## src/rtl/flash_erase_pkg.sv

```systemverilog
package flash_erase_pkg;
  localparam int ADDR_W = 32;

  localparam logic [7:0] OP_WR_EN    = 8'h06;
  localparam logic [7:0] OP_RD_STAT  = 8'h05;
  localparam logic [7:0] OP_ERASE_4K = 8'h20;
  localparam logic [7:0] OP_ERASE_64K = 8'h D8;
  localparam logic [7:0] OP_ERASE_ALL = 8'hC7;

  typedef enum logic [1:0] {SZ_4K = 2'd0, SZ_64K = 2'd1, SZ_CHIP = 2'd2, SZ_RSVD = 2'd3} erase_sz_e;
  typedef enum logic [1:0] {ST_IDLE, ST_XFER, ST_GAP} seq_st_e;
  typedef enum logic [1:0] {FR_WREN, FR_ERASE, FR_POLL} frame_e;

  function automatic logic [7:0] erase_op(erase_sz_e sz);
    case (sz)
      SZ_4K:   return OP_ERASE_4K;
      SZ_64K:  return OP_ERASE_64K;
      default: return OP_ERASE_ALL;
    endcase
  endfunction
endpackage

```

## src/rtl/flash_sck_tick.sv

```systemverilog
module flash_sck_tick #(
  parameter int DIV_W = 4
) (
  input  logic             clk_i,
  input  logic             rst_ni,
  input  logic             en_i,
  input  logic [DIV_W-1:0] div_i,
  output logic             tick_o
);
  logic [DIV_W-1:0] cnt_q;

  always_ff @(posedge clk_i or negedge rst_ni) begin
    if (!rst_ni)             cnt_q <= '0;
    else if (!en_i)          cnt_q <= '0;
    else if (cnt_q == div_i) cnt_q <= '0;
    else                     cnt_q <= cnt_q + 1'b1;
  end

  assign tick_o = en_i && (cnt_q == div_i);
endmodule

```

## src/rtl/flash_byte_shift.sv

```systemverilog
module flash_byte_shift #(
  parameter int BYTE_W = 8
) (
  input  logic              clk_i,
  input  logic              rst_ni,
  input  logic              tick_i,
  input  logic              go_i,
  input  logic [BYTE_W-1:0] tx_i,
  input  logic              miso_i,
  output logic              sck_o,
  output logic              mosi_o,
  output logic              active_o,
  output logic              done_o,
  output logic [BYTE_W-1:0] rx_o
);
  localparam int CNT_W = $clog2(BYTE_W);
  localparam logic [CNT_W-1:0] LAST_BIT = CNT_W'(BYTE_W - 1);

  logic              active_q, sck_q, done_q;
  logic [CNT_W-1:0]  bit_q;
  logic [BYTE_W-1:0] tx_q, rx_q;

  always_ff @(posedge clk_i or negedge rst_ni) begin
    if (!rst_ni) begin
      active_q <= 1'b0;
      sck_q    <= 1'b0;
      done_q   <= 1'b0;
      bit_q    <= '0;
      tx_q     <= '0;
      rx_q     <= '0;
    end else begin
      done_q <= 1'b0;
      if (go_i) begin
        active_q <= 1'b1;
        sck_q    <= 1'b0;
        bit_q    <= '0;
        tx_q     <= tx_i;
      end else if (active_q && tick_i) begin
        if (!sck_q) begin
          sck_q <= 1'b1;
          rx_q  <= {rx_q[BYTE_W-2:0], miso_i};
        end else begin
          sck_q <= 1'b0;
          if (bit_q == LAST_BIT) begin
            active_q <= 1'b0;
            done_q   <= 1'b1;
          end else begin
            bit_q <= bit_q + 1'b1;
            tx_q  <= {tx_q[BYTE_W-2:0], 1'b0};
          end
        end
      end
    end
  end

  assign sck_o    = sck_q;
  assign mosi_o   = active_q & tx_q[BYTE_W-1];
  assign active_o = active_q;
  assign done_o   = done_q;
  assign rx_o     = rx_q;

  AST_SCK_IDLE_LOW: assert property (@(posedge clk_i) disable iff (!rst_ni)
    !active_q |-> !sck_q);
endmodule

```

## src/rtl/flash_erase_fsm.sv

```systemverilog
module flash_erase_fsm
  import flash_erase_pkg::*;
#(
  parameter int GAP_CYC = 4
) (
  input  logic              clk_i,
  input  logic              rst_ni,
  input  logic              start_i,
  input  logic [ADDR_W-1:0] addr_i,
  input  logic [1:0]        size_i,
  input  logic              addr4b_i,
  input  logic              sh_done_i,
  input  logic [7:0]        sh_rx_i,
  output logic              sh_go_o,
  output logic [7:0]        tx_byte_o,
  output logic              cs_no,
  output logic              ready_evt_o,
  output logic              busy_o,
  output logic [7:0]        stat_byte_o
);
  localparam int GAP_W = $clog2(GAP_CYC + 1);
  localparam logic [GAP_W-1:0] GAP_END = GAP_W'(GAP_CYC - 1);

  seq_st_e           st_q;
  frame_e            frame_q;
  erase_sz_e         sz_q;
  logic [2:0]        idx_q;
  logic [GAP_W-1:0]  gap_q;
  logic [ADDR_W-1:0] addr_q;
  logic              a4_q, go_q, cs_n_q, evt_q, wip_q;
  logic [7:0]        stat_q;

  logic [2:0] last_idx, addr_bytes, shift_amt;
  logic       ok_start;

  assign addr_bytes = a4_q ? 3'd4 : 3'd3;
  assign shift_amt  = addr_bytes - idx_q;
  assign ok_start   = start_i && (erase_sz_e'(size_i) != SZ_RSVD);

  always_comb begin
    case (frame_q)
      FR_WREN:  last_idx = 3'd0;
      FR_ERASE: last_idx = (sz_q == SZ_CHIP) ? 3'd0 : addr_bytes;
      default:  last_idx = 3'd1;
    endcase
  end

  always_comb begin
    case (frame_q)
      FR_WREN:  tx_byte_o = OP_WR_EN;
      FR_ERASE: tx_byte_o = (idx_q == 3'd0) ? erase_op(sz_q)
                                            : 8'(addr_q >> {shift_amt, 3'b000});
      default:  tx_byte_o = (idx_q == 3'd0) ? OP_RD_STAT : 8'h00;
    endcase
  end

  always_ff @(posedge clk_i or negedge rst_ni) begin
    if (!rst_ni) begin
      st_q    <= ST_IDLE;
      frame_q <= FR_WREN;
      sz_q    <= SZ_4K;
      idx_q   <= '0;
      gap_q   <= '0;
      addr_q  <= '0;
      a4_q    <= 1'b0;
      go_q    <= 1'b0;
      cs_n_q  <= 1'b1;
      evt_q   <= 1'b0;
      wip_q   <= 1'b0;
      stat_q  <= '0;
    end else begin
      go_q  <= 1'b0;
      evt_q <= 1'b0;
      case (st_q)
        ST_IDLE: if (ok_start) begin
          addr_q  <= addr_i & ~ADDR_W'(3);
          sz_q    <= erase_sz_e'(size_i);
          a4_q    <= addr4b_i;
          frame_q <= FR_WREN;
          idx_q   <= '0;
          cs_n_q  <= 1'b0;
          go_q    <= 1'b1;
          st_q    <= ST_XFER;
        end
        ST_XFER: if (sh_done_i) begin
          if (frame_q == FR_POLL && idx_q == 3'd1) begin
            stat_q <= sh_rx_i;
            wip_q  <= sh_rx_i[0];
          end
          if (idx_q == last_idx) begin
            cs_n_q <= 1'b1;
            gap_q  <= '0;
            st_q   <= ST_GAP;
          end else begin
            idx_q <= idx_q + 1'b1;
            go_q  <= 1'b1;
          end
        end
        ST_GAP: begin
          if (gap_q == GAP_END) begin
            if (frame_q == FR_POLL && !wip_q) begin
              evt_q <= 1'b1;
              st_q  <= ST_IDLE;
            end else begin
              frame_q <= (frame_q == FR_WREN) ? FR_ERASE : FR_POLL;
              idx_q   <= '0;
              cs_n_q  <= 1'b0;
              go_q    <= 1'b1;
              st_q    <= ST_XFER;
            end
          end else begin
            gap_q <= gap_q + 1'b1;
          end
        end
        default: st_q <= ST_IDLE;
      endcase
    end
  end

  assign sh_go_o     = go_q;
  assign cs_no       = cs_n_q;
  assign ready_evt_o = evt_q;
  assign busy_o      = (st_q != ST_IDLE);
  assign stat_byte_o = stat_q;

  AST_EVT_ONE_CYCLE: assert property (@(posedge clk_i) disable iff (!rst_ni)
    evt_q |=> !evt_q);
  AST_EVT_WIP_CLEAR: assert property (@(posedge clk_i) disable iff (!rst_ni)
    evt_q |-> !stat_q[0]);
  AST_IDLE_CS_HIGH: assert property (@(posedge clk_i) disable iff (!rst_ni)
    (st_q == ST_IDLE) |-> cs_n_q);
  AST_BUSY_NO_RESTART: assert property (@(posedge clk_i) disable iff (!rst_ni)
    (st_q == ST_XFER && start_i && !sh_done_i) |=> (st_q == ST_XFER));
endmodule

```

## src/rtl/flash_erase_seq.sv

```systemverilog
module flash_erase_seq
  import flash_erase_pkg::*;
#(
  parameter int DIV_W   = 4,
  parameter int GAP_CYC = 4
) (
  input  logic              clk_i,
  input  logic              rst_ni,
  input  logic              start_i,
  input  logic [31:0]       addr_i,
  input  logic [1:0]        size_i,
  input  logic              addr4b_i,
  input  logic [DIV_W-1:0]  clk_div_i,
  output logic              spi_sck_o,
  output logic              spi_cs_no,
  output logic              spi_mosi_o,
  input  logic              spi_miso_i,
  output logic              ready_evt_o,
  output logic [8:0]        status_o
);
  logic       tick, sh_go, sh_active, sh_done, busy;
  logic [7:0] sh_rx, tx_byte, stat_byte;

  flash_sck_tick #(.DIV_W(DIV_W)) u_tick (
    .clk_i  (clk_i),
    .rst_ni (rst_ni),
    .en_i   (sh_active),
    .div_i  (clk_div_i),
    .tick_o (tick)
  );

  flash_byte_shift #(.BYTE_W(8)) u_shift (
    .clk_i    (clk_i),
    .rst_ni   (rst_ni),
    .tick_i   (tick),
    .go_i     (sh_go),
    .tx_i     (tx_byte),
    .miso_i   (spi_miso_i),
    .sck_o    (spi_sck_o),
    .mosi_o   (spi_mosi_o),
    .active_o (sh_active),
    .done_o   (sh_done),
    .rx_o     (sh_rx)
  );

  flash_erase_fsm #(.GAP_CYC(GAP_CYC)) u_fsm (
    .clk_i       (clk_i),
    .rst_ni      (rst_ni),
    .start_i     (start_i),
    .addr_i      (addr_i),
    .size_i      (size_i),
    .addr4b_i    (addr4b_i),
    .sh_done_i   (sh_done),
    .sh_rx_i     (sh_rx),
    .sh_go_o     (sh_go),
    .tx_byte_o   (tx_byte),
    .cs_no       (spi_cs_no),
    .ready_evt_o (ready_evt_o),
    .busy_o      (busy),
    .stat_byte_o (stat_byte)
  );

  assign status_o = {~busy, stat_byte};

  AST_CS_HIGH_NO_SHIFT: assert property (@(posedge clk_i) disable iff (!rst_ni)
    spi_cs_no |-> !sh_active);
  AST_GO_ONLY_IDLE_SHIFTER: assert property (@(posedge clk_i) disable iff (!rst_ni)
    sh_go |-> !sh_active);
endmodule

```

## config.mk

```make
export PLATFORM = sky130hd
export DESIGN_NAME = flash_erase_seq
export DESIGN_NICKNAME = d
export VERILOG_FILES = /design/src/rtl/flash_erase_pkg.sv /design/src/rtl/flash_sck_tick.sv /design/src/rtl/flash_byte_shift.sv /design/src/rtl/flash_erase_fsm.sv /design/src/rtl/flash_erase_seq.sv
export SDC_FILE = /design/constraint.sdc
export NUM_CORES = 1
export LEC_CHECK = 0
export BUFFER_PORTS_ARGS = -buffer_cell sky130_fd_sc_hd__clkbuf_2
export CAP_MARGIN = 20
export CORE_UTILIZATION = 35
export DETAILED_ROUTE_END_ITERATION = 6
export PLACE_DENSITY = 0.67
export SYNTH_ARGS = -nofsm -noshare
export SYNTH_HDL_FRONTEND = slang
export SYNTH_SLANG_ARGS = --single-unit
```

## constraint.sdc

```tcl
create_clock -name clk_i -period 2.05 [get_ports clk_i]
set_input_delay 0.3075 -clock clk_i [delete_from_list [all_inputs] [get_ports clk_i]]
set_output_delay 0.3075 -clock clk_i [all_outputs]
set_load 0.02 [all_outputs]
```

Word level (Yosys, flattened, before mapping)

Cells that the tools add are included.

Flip-flop bits (word level): 81
Output and inout bits: 13
Input bits: 43
Word-level logic and storage cells: 140

Bitwise operators: 4
Mux-type cells: 64
Reductions and logical operators: 27
Add/sub/neg operators: 5
Equality and inequality tests: 20
Shift operators: 1

Operators with widths:

| cell                                                  | count |
|---|---|
| 2-to-1 mux 3 bit                                      | 15 |
| 2-to-1 mux 8 bit                                      | 5 |
| one-hot mux 8 bit (2 select lines)                    | 2 |
| right shift 32 x 6 -> 8 bit                           | 1 |
| 2-to-1 mux 1 bit                                      | 25 |
| 2-to-1 mux 2 bit                                      | 8 |
| one-hot mux 3 bit (2 select lines)                    | 2 |
| AND reduction 3 bit                                   | 4 |
| AND reduction 4 bit                                   | 3 |
| AND reduction 6 bit                                   | 2 |
| nonzero test 2 bit                                    | 6 |
| inequality test 2 bit, second input constant          | 5 |
| adder 3 x 1 -> 3 bit, second input constant           | 3 |
| one-hot mux 3 bit (3 select lines)                    | 1 |
| 2-to-1 mux 4 bit                                      | 2 |
| inequality test 2 x 1 -> 1 bit, second input constant | 4 |
| == test 2 x 1 -> 1 bit, second input constant         | 3 |
| == test 2 bit, second input constant                  | 3 |
| logical NOT 2 bit                                     | 3 |
| one-hot mux 1 bit (3 select lines)                    | 2 |
| one-hot mux 2 bit (3 select lines)                    | 1 |
| logical AND 1 bit                                     | 5 |
| adder 4 x 1 -> 4 bit, second input constant           | 1 |
| == test 4 bit                                         | 1 |
| 12 further kinds                                      | 14 |

Longest topological paths before layout

Depth after elaboration: 7
Mapped depth: 8
Gate-level depth less buffers: 7

By module

From an unflattened synthesis, not the netlist that was laid out.

Cell total of the unflattened synthesis: 297
Area, all modules: 3921.3 um^2

By module, submodules not included:

| module           | seq. area each (um^2) | times used | cells an instance | area an instance (um^2) |
|---|---|---|---|---|
| flash_erase_fsm  | 1352.5                | 1          | 210               | 2660.1 |
| flash_byte_shift | 550.5                 | 1          | 67                | 1036.0 |
| flash_sck_tick   | 100.1                 | 1          | 19                | 221.5 |
| flash_erase_seq  | 0.0                   | 1          | 1                 | 3.8 |

Worst setup path after synthesis

No wires, ideal clock.

Path kind: register to register
Start: register u_fsm.a4_q
End: register u_shift.tx_q[0]
Arrival: 2.051 ns
Data required time: 1.921 ns
Stages on the path, launching flop included: 8
Setup time: 0.129 ns
Slack: -0.130 ns
Buffers on the path: 0
Clock period less this slack: 2.180 ns
Cell sequence: dfrtp_1 > ha_1 > fa_1 > xnor2_1 > mux2_2 > and4_2 > o21ai_0 > o21ai_0

Word-level cells in the longest chain between the ends: 6

Ends and longest elaborated chain:

| item                               | RTL line               | text |
|---|---|---|
| start, declared                    | flash_erase_fsm.sv:30  | `logic a4_q, go_q, cs_n_q, evt_q, wip_q;` |
| start signal, assigned             | flash_erase_fsm.sv:78  | `a4_q <= addr4b_i;` |
| 2-to-1 mux 3 bit                   | flash_erase_fsm.sv:36  | `assign addr_bytes = a4_q ? 3'd4 : 3'd3;` |
| subtractor 3 bit                   | flash_erase_fsm.sv:37  | `assign shift_amt = addr_bytes - idx_q;` |
| right shift 32 x 6 -> 8 bit        | flash_erase_fsm.sv:52  | `: 8'(addr_q >> {shift_amt, 3'b000});` |
| 2-to-1 mux 8 bit                   | flash_erase_fsm.sv:51  | `FR_ERASE: tx_byte_o = (idx_q == 3'd0) ? erase_op(sz_q)` |
| one-hot mux 8 bit (2 select lines) | flash_erase_fsm.sv:49  | `case (frame_q)` |
| 2-to-1 mux 8 bit                   | flash_byte_shift.sv:33 | `if (go_i) begin` |
| end signal, assigned               | flash_byte_shift.sv:37 | `tx_q <= tx_i;` |
| end signal, assigned               | flash_byte_shift.sv:49 | `tx_q <= {tx_q[BYTE_W-2:0], 1'b0};` |
| end, declared                      | flash_byte_shift.sv:21 | `logic [BYTE_W-1:0] tx_q, rx_q;` |

Every way passes these cells.
A chain may end at the register's enable or synchronous reset.

Worst setup path in the final report

Start: register u_fsm.a4_q
End: register u_shift.tx_q[4]

Same word-level chain as after synthesis.

==> reports/results.txt <==
Vias: 2453
Hold crit path type: in2reg
DIE HEIGHT: 106.2 um
Dpl cells: 484
Worst skew pair latency: 0.34 ns
Fin cells: 502
# clock sinks: 80
Post-Syn Area: 3797 um2
CP max FO: 6
Cell Int Power: 3.899 mW
Initial antenna violation count: 0
Routed Antenna Nets: 0
Sequential share of power: 42.8%
DIE AREA: 11270 um2
Final setup violation count: 1
Predominant post-synthesis flop cell: dfrtp_1
Layout cells sized above 1: 46.17%
Net Sw Power: 1.769 mW
Cts bufs inserted: 9
Post-synth top area share: 52.06%
Cells after synthesis: 295
H-tree levels: 3
EDFF count, synth: 0
Violated checks: negative setup slack
Syn Nets: 348
Initial Util: 36.46%
Max Slew Vio Count: 0
Power Density: 1229 nW/um2
Core area: 10420 um2
Clock-pin slew on the worst setup and hold paths: 0.09 ns
Critical path data required time: 2.28 ns
Fin nets: 414
Crit path kind: reg2reg
FMAX: 481.9 MHz
Crit-path cells: buf_6 -> fa_2 -> buf_12 -> mux4_2 -> a22oi_2 -> o22ai_1
Sequential element share of the synthesized area: 52.75%
RSZ-0062 raised after global routing: true
Syn avg cell area: 12.87 um2
Post-synth ARST share: 100.0%
Via/cell ratio: 4.886
Worst r2r src: u_fsm.a4_q$_DFFE_PN0P_
Clk pwr share: 21.3%
Max Cap Viol: 0
Largest area contributor in the netlist: dfrtp_1
# port buffers: 53
Max Clock Skew: 0.01049 ns
Area contributors post-synth: dfrtp_1, mux2_2, mux2i_1
Critical path's largest stage delay: 0.66 ns
Crit path arrival time: 2.30 ns
DP HPWL: 4964 um
Static leakage: 2.135 nW
First-pass GRT wire length: 11920 um
Die Wd: 106.2 um
Top-count cell post-synth: dfrtp_1
Rel. slew slack: 71.04%
Most frequent cells after synthesis: dfrtp_1, mux2_2, nor2_1
Slowest-stage cell, CP: fa_2
Hold Startpoint: addr_i[4]
Startpoint class of the critical path: flop
Pin count of the biggest net entering global routing: 34
DRC Markers: 0
Post-Route WL: 6918 um
GRT overflow: 0
Max clock buf depth: 2
Gp weighted congestion: 0.7644
Period Utilization, post-route: 101.2%
FILL cells: 985
Io pins: 56
Drt wl/cell: 13.78 um
Yosys Warn Count: 0
Status: finished with violations
Pre-antenna DRT Iters: 4
CTS tree: done
Cell Rows: 37
Clock Tree Root: clkbuf_8
Final Hold Fails: 0
Count of cell types in the netlist: 48
Vias in the first global route: 2469
Net Sw Frac: 31.21%
Peak VDD IR: 0.0006708 V
Diodes inserted: 0
Area Overhead vs Synth: 21.45%
Combinational cell fraction of total power: 35.9%
DRT iter0 DRCs: 59
Crit end category: flop
Yosys reg bits: 80
WHS Path Cells: 2
Setup ws final: -0.02492 ns
GR Util All Layers: 13.49%
Reg2reg setup slack: -0.02 ns
Worst Max-Slew Pin Slew: 0.4344 ns
WHS Endpoint: u_fsm.addr_q[4]$_DFFE_PN0P_
Reg2reg end: u_shift.tx_q[4]$_DFFE_PN0P_
Worst Reg-to-Reg Cells: 6
Final Critical Period: 2.075 ns
Worst hold slack: 0.1854 ns
[through the flow]
stage	setup slack (ns)	util, %	total power [mW]	setup TNS [ns]	instance area, um2
global route	-0.08529	44.28	6.050	-0.3862	4612
finish	-0.02492	44.28	5.667	-0.02492	4612
CTS	-0.02568	44.00	5.684	-0.04403	4583
detailed placement	-0.05668	41.57	4.321	-0.2509	4330
floorplan	-0.01133	-	3.751	-0.01133	3832
global placement	-0.04903	41.57	4.241	-0.2158	4330
[layer usage]
layer / up-vias / global-route usage, % / part of all wire [%] / wire [um]
met5: - / 0 / 0 / 0
met4: 0 / 3.968 / 0.91 / 63
met3: 8 / 4.598 / 4.7 / 325
met2: 58 / 20.55 / 46 / 3165
met1: 1204 / 18.12 / 49 / 3363
li1: 1183 / - / - / -
[repair_timing]
action	4_1_cts	5_1_grt
endpoints found under the setup margin	8	8
pin swaps	8	5
hold buffers	1	0
endpoints found under the hold margin	30	0
setup buffers	1	0
gates resized for setup	9	6
[worst max-delay path by stage]
stage                                    start                     endpoint  slack [ns]
floorplan           u_fsm.idx_q[0]$_DFFE_PN0P_  u_shift.tx_q[0]$_DFFE_PN0P_       -0.01
global placement    u_fsm.idx_q[0]$_DFFE_PN0P_  u_shift.tx_q[5]$_DFFE_PN0P_       -0.05
detailed placement  u_fsm.idx_q[0]$_DFFE_PN0P_  u_shift.tx_q[5]$_DFFE_PN0P_       -0.06
CTS                     u_fsm.a4_q$_DFFE_PN0P_  u_shift.tx_q[5]$_DFFE_PN0P_       -0.03
global route            u_fsm.a4_q$_DFFE_PN0P_  u_shift.tx_q[5]$_DFFE_PN0P_       -0.09
finish                  u_fsm.a4_q$_DFFE_PN0P_  u_shift.tx_q[4]$_DFFE_PN0P_       -0.02
[power by group through the flow]
stage	combinational, mW	clock [mW]	sequential, mW
global placement	1.82	0	2.42
finish	2.03	1.21	2.43
detailed placement	1.86	0	2.46
CTS	1.99	1.26	2.43
global route	2.23	1.33	2.50
floorplan	1.37	0	2.38
[worst max-delay path, delay by kind of cell (launching register included)]
| family | cells | cell delay [ns] |
|---|---|---|
| adder cells (fa/ha/maj) | 1 | 0.66 |
| flip-flops | 1 | 0.44 |
| multiplexers | 1 | 0.32 |
| buffers and inverters | 2 | 0.27 |
| AO/OA/AOI/OAI | 2 | 0.26 |
[flip-flops by register name, indices dropped and copies added (netlist names), 2 cells and up]
register	cells
u_fsm.addr_q	30
u_tick.cnt_q	4
u_fsm.sz_q	2
u_fsm.idx_q	3
u_fsm.stat_byte_o	8
u_shift.rx_o	8
u_fsm.st_q	2
u_fsm.frame_q	2
u_shift.bit_q	3
u_fsm.gap_q	3
u_shift.tx_q	8
[cells by family after synthesis]
group | count (synthesis) | share of synthesized area, %
adder cells (fa/ha/maj) | 10 | 3.493
AO/OA/AOI/OAI | 35 | 6.359
XOR/XNOR | 12 | 2.768
buffers and inverters | 21 | 2.603
multiplexers | 70 | 22.08
AND/OR/NAND/NOR | 67 | 9.950
flip-flops | 80 | 52.75
[cell usage in the layout, fill, tap and decap left out, types with 8 or more instances in the layout]
cell type  netlist  routed
buf_4            1      11
clkbuf_2         0      52
clkbuf_8         0       9
dfrtp_1         79      77
ha_1             9       8
mux2_2          50      49
mux2i_1         14      14
nand2_1         15      15
nor2_1          18      18
xnor2_1         11       9
[final cells by class]
type,count,area [um2],area share [%]
clock buffers,9,123.9,2.686
clock inverters,7,83.83,1.818
inverters,8,30.03,0.6511
multi-input cells,194,1774,38.47
flip-flops and latches,80,2006,43.49
well taps,136,170.2,3.690
repair buffers,68,424.2,9.197
(Power assumes the default switching activity.)
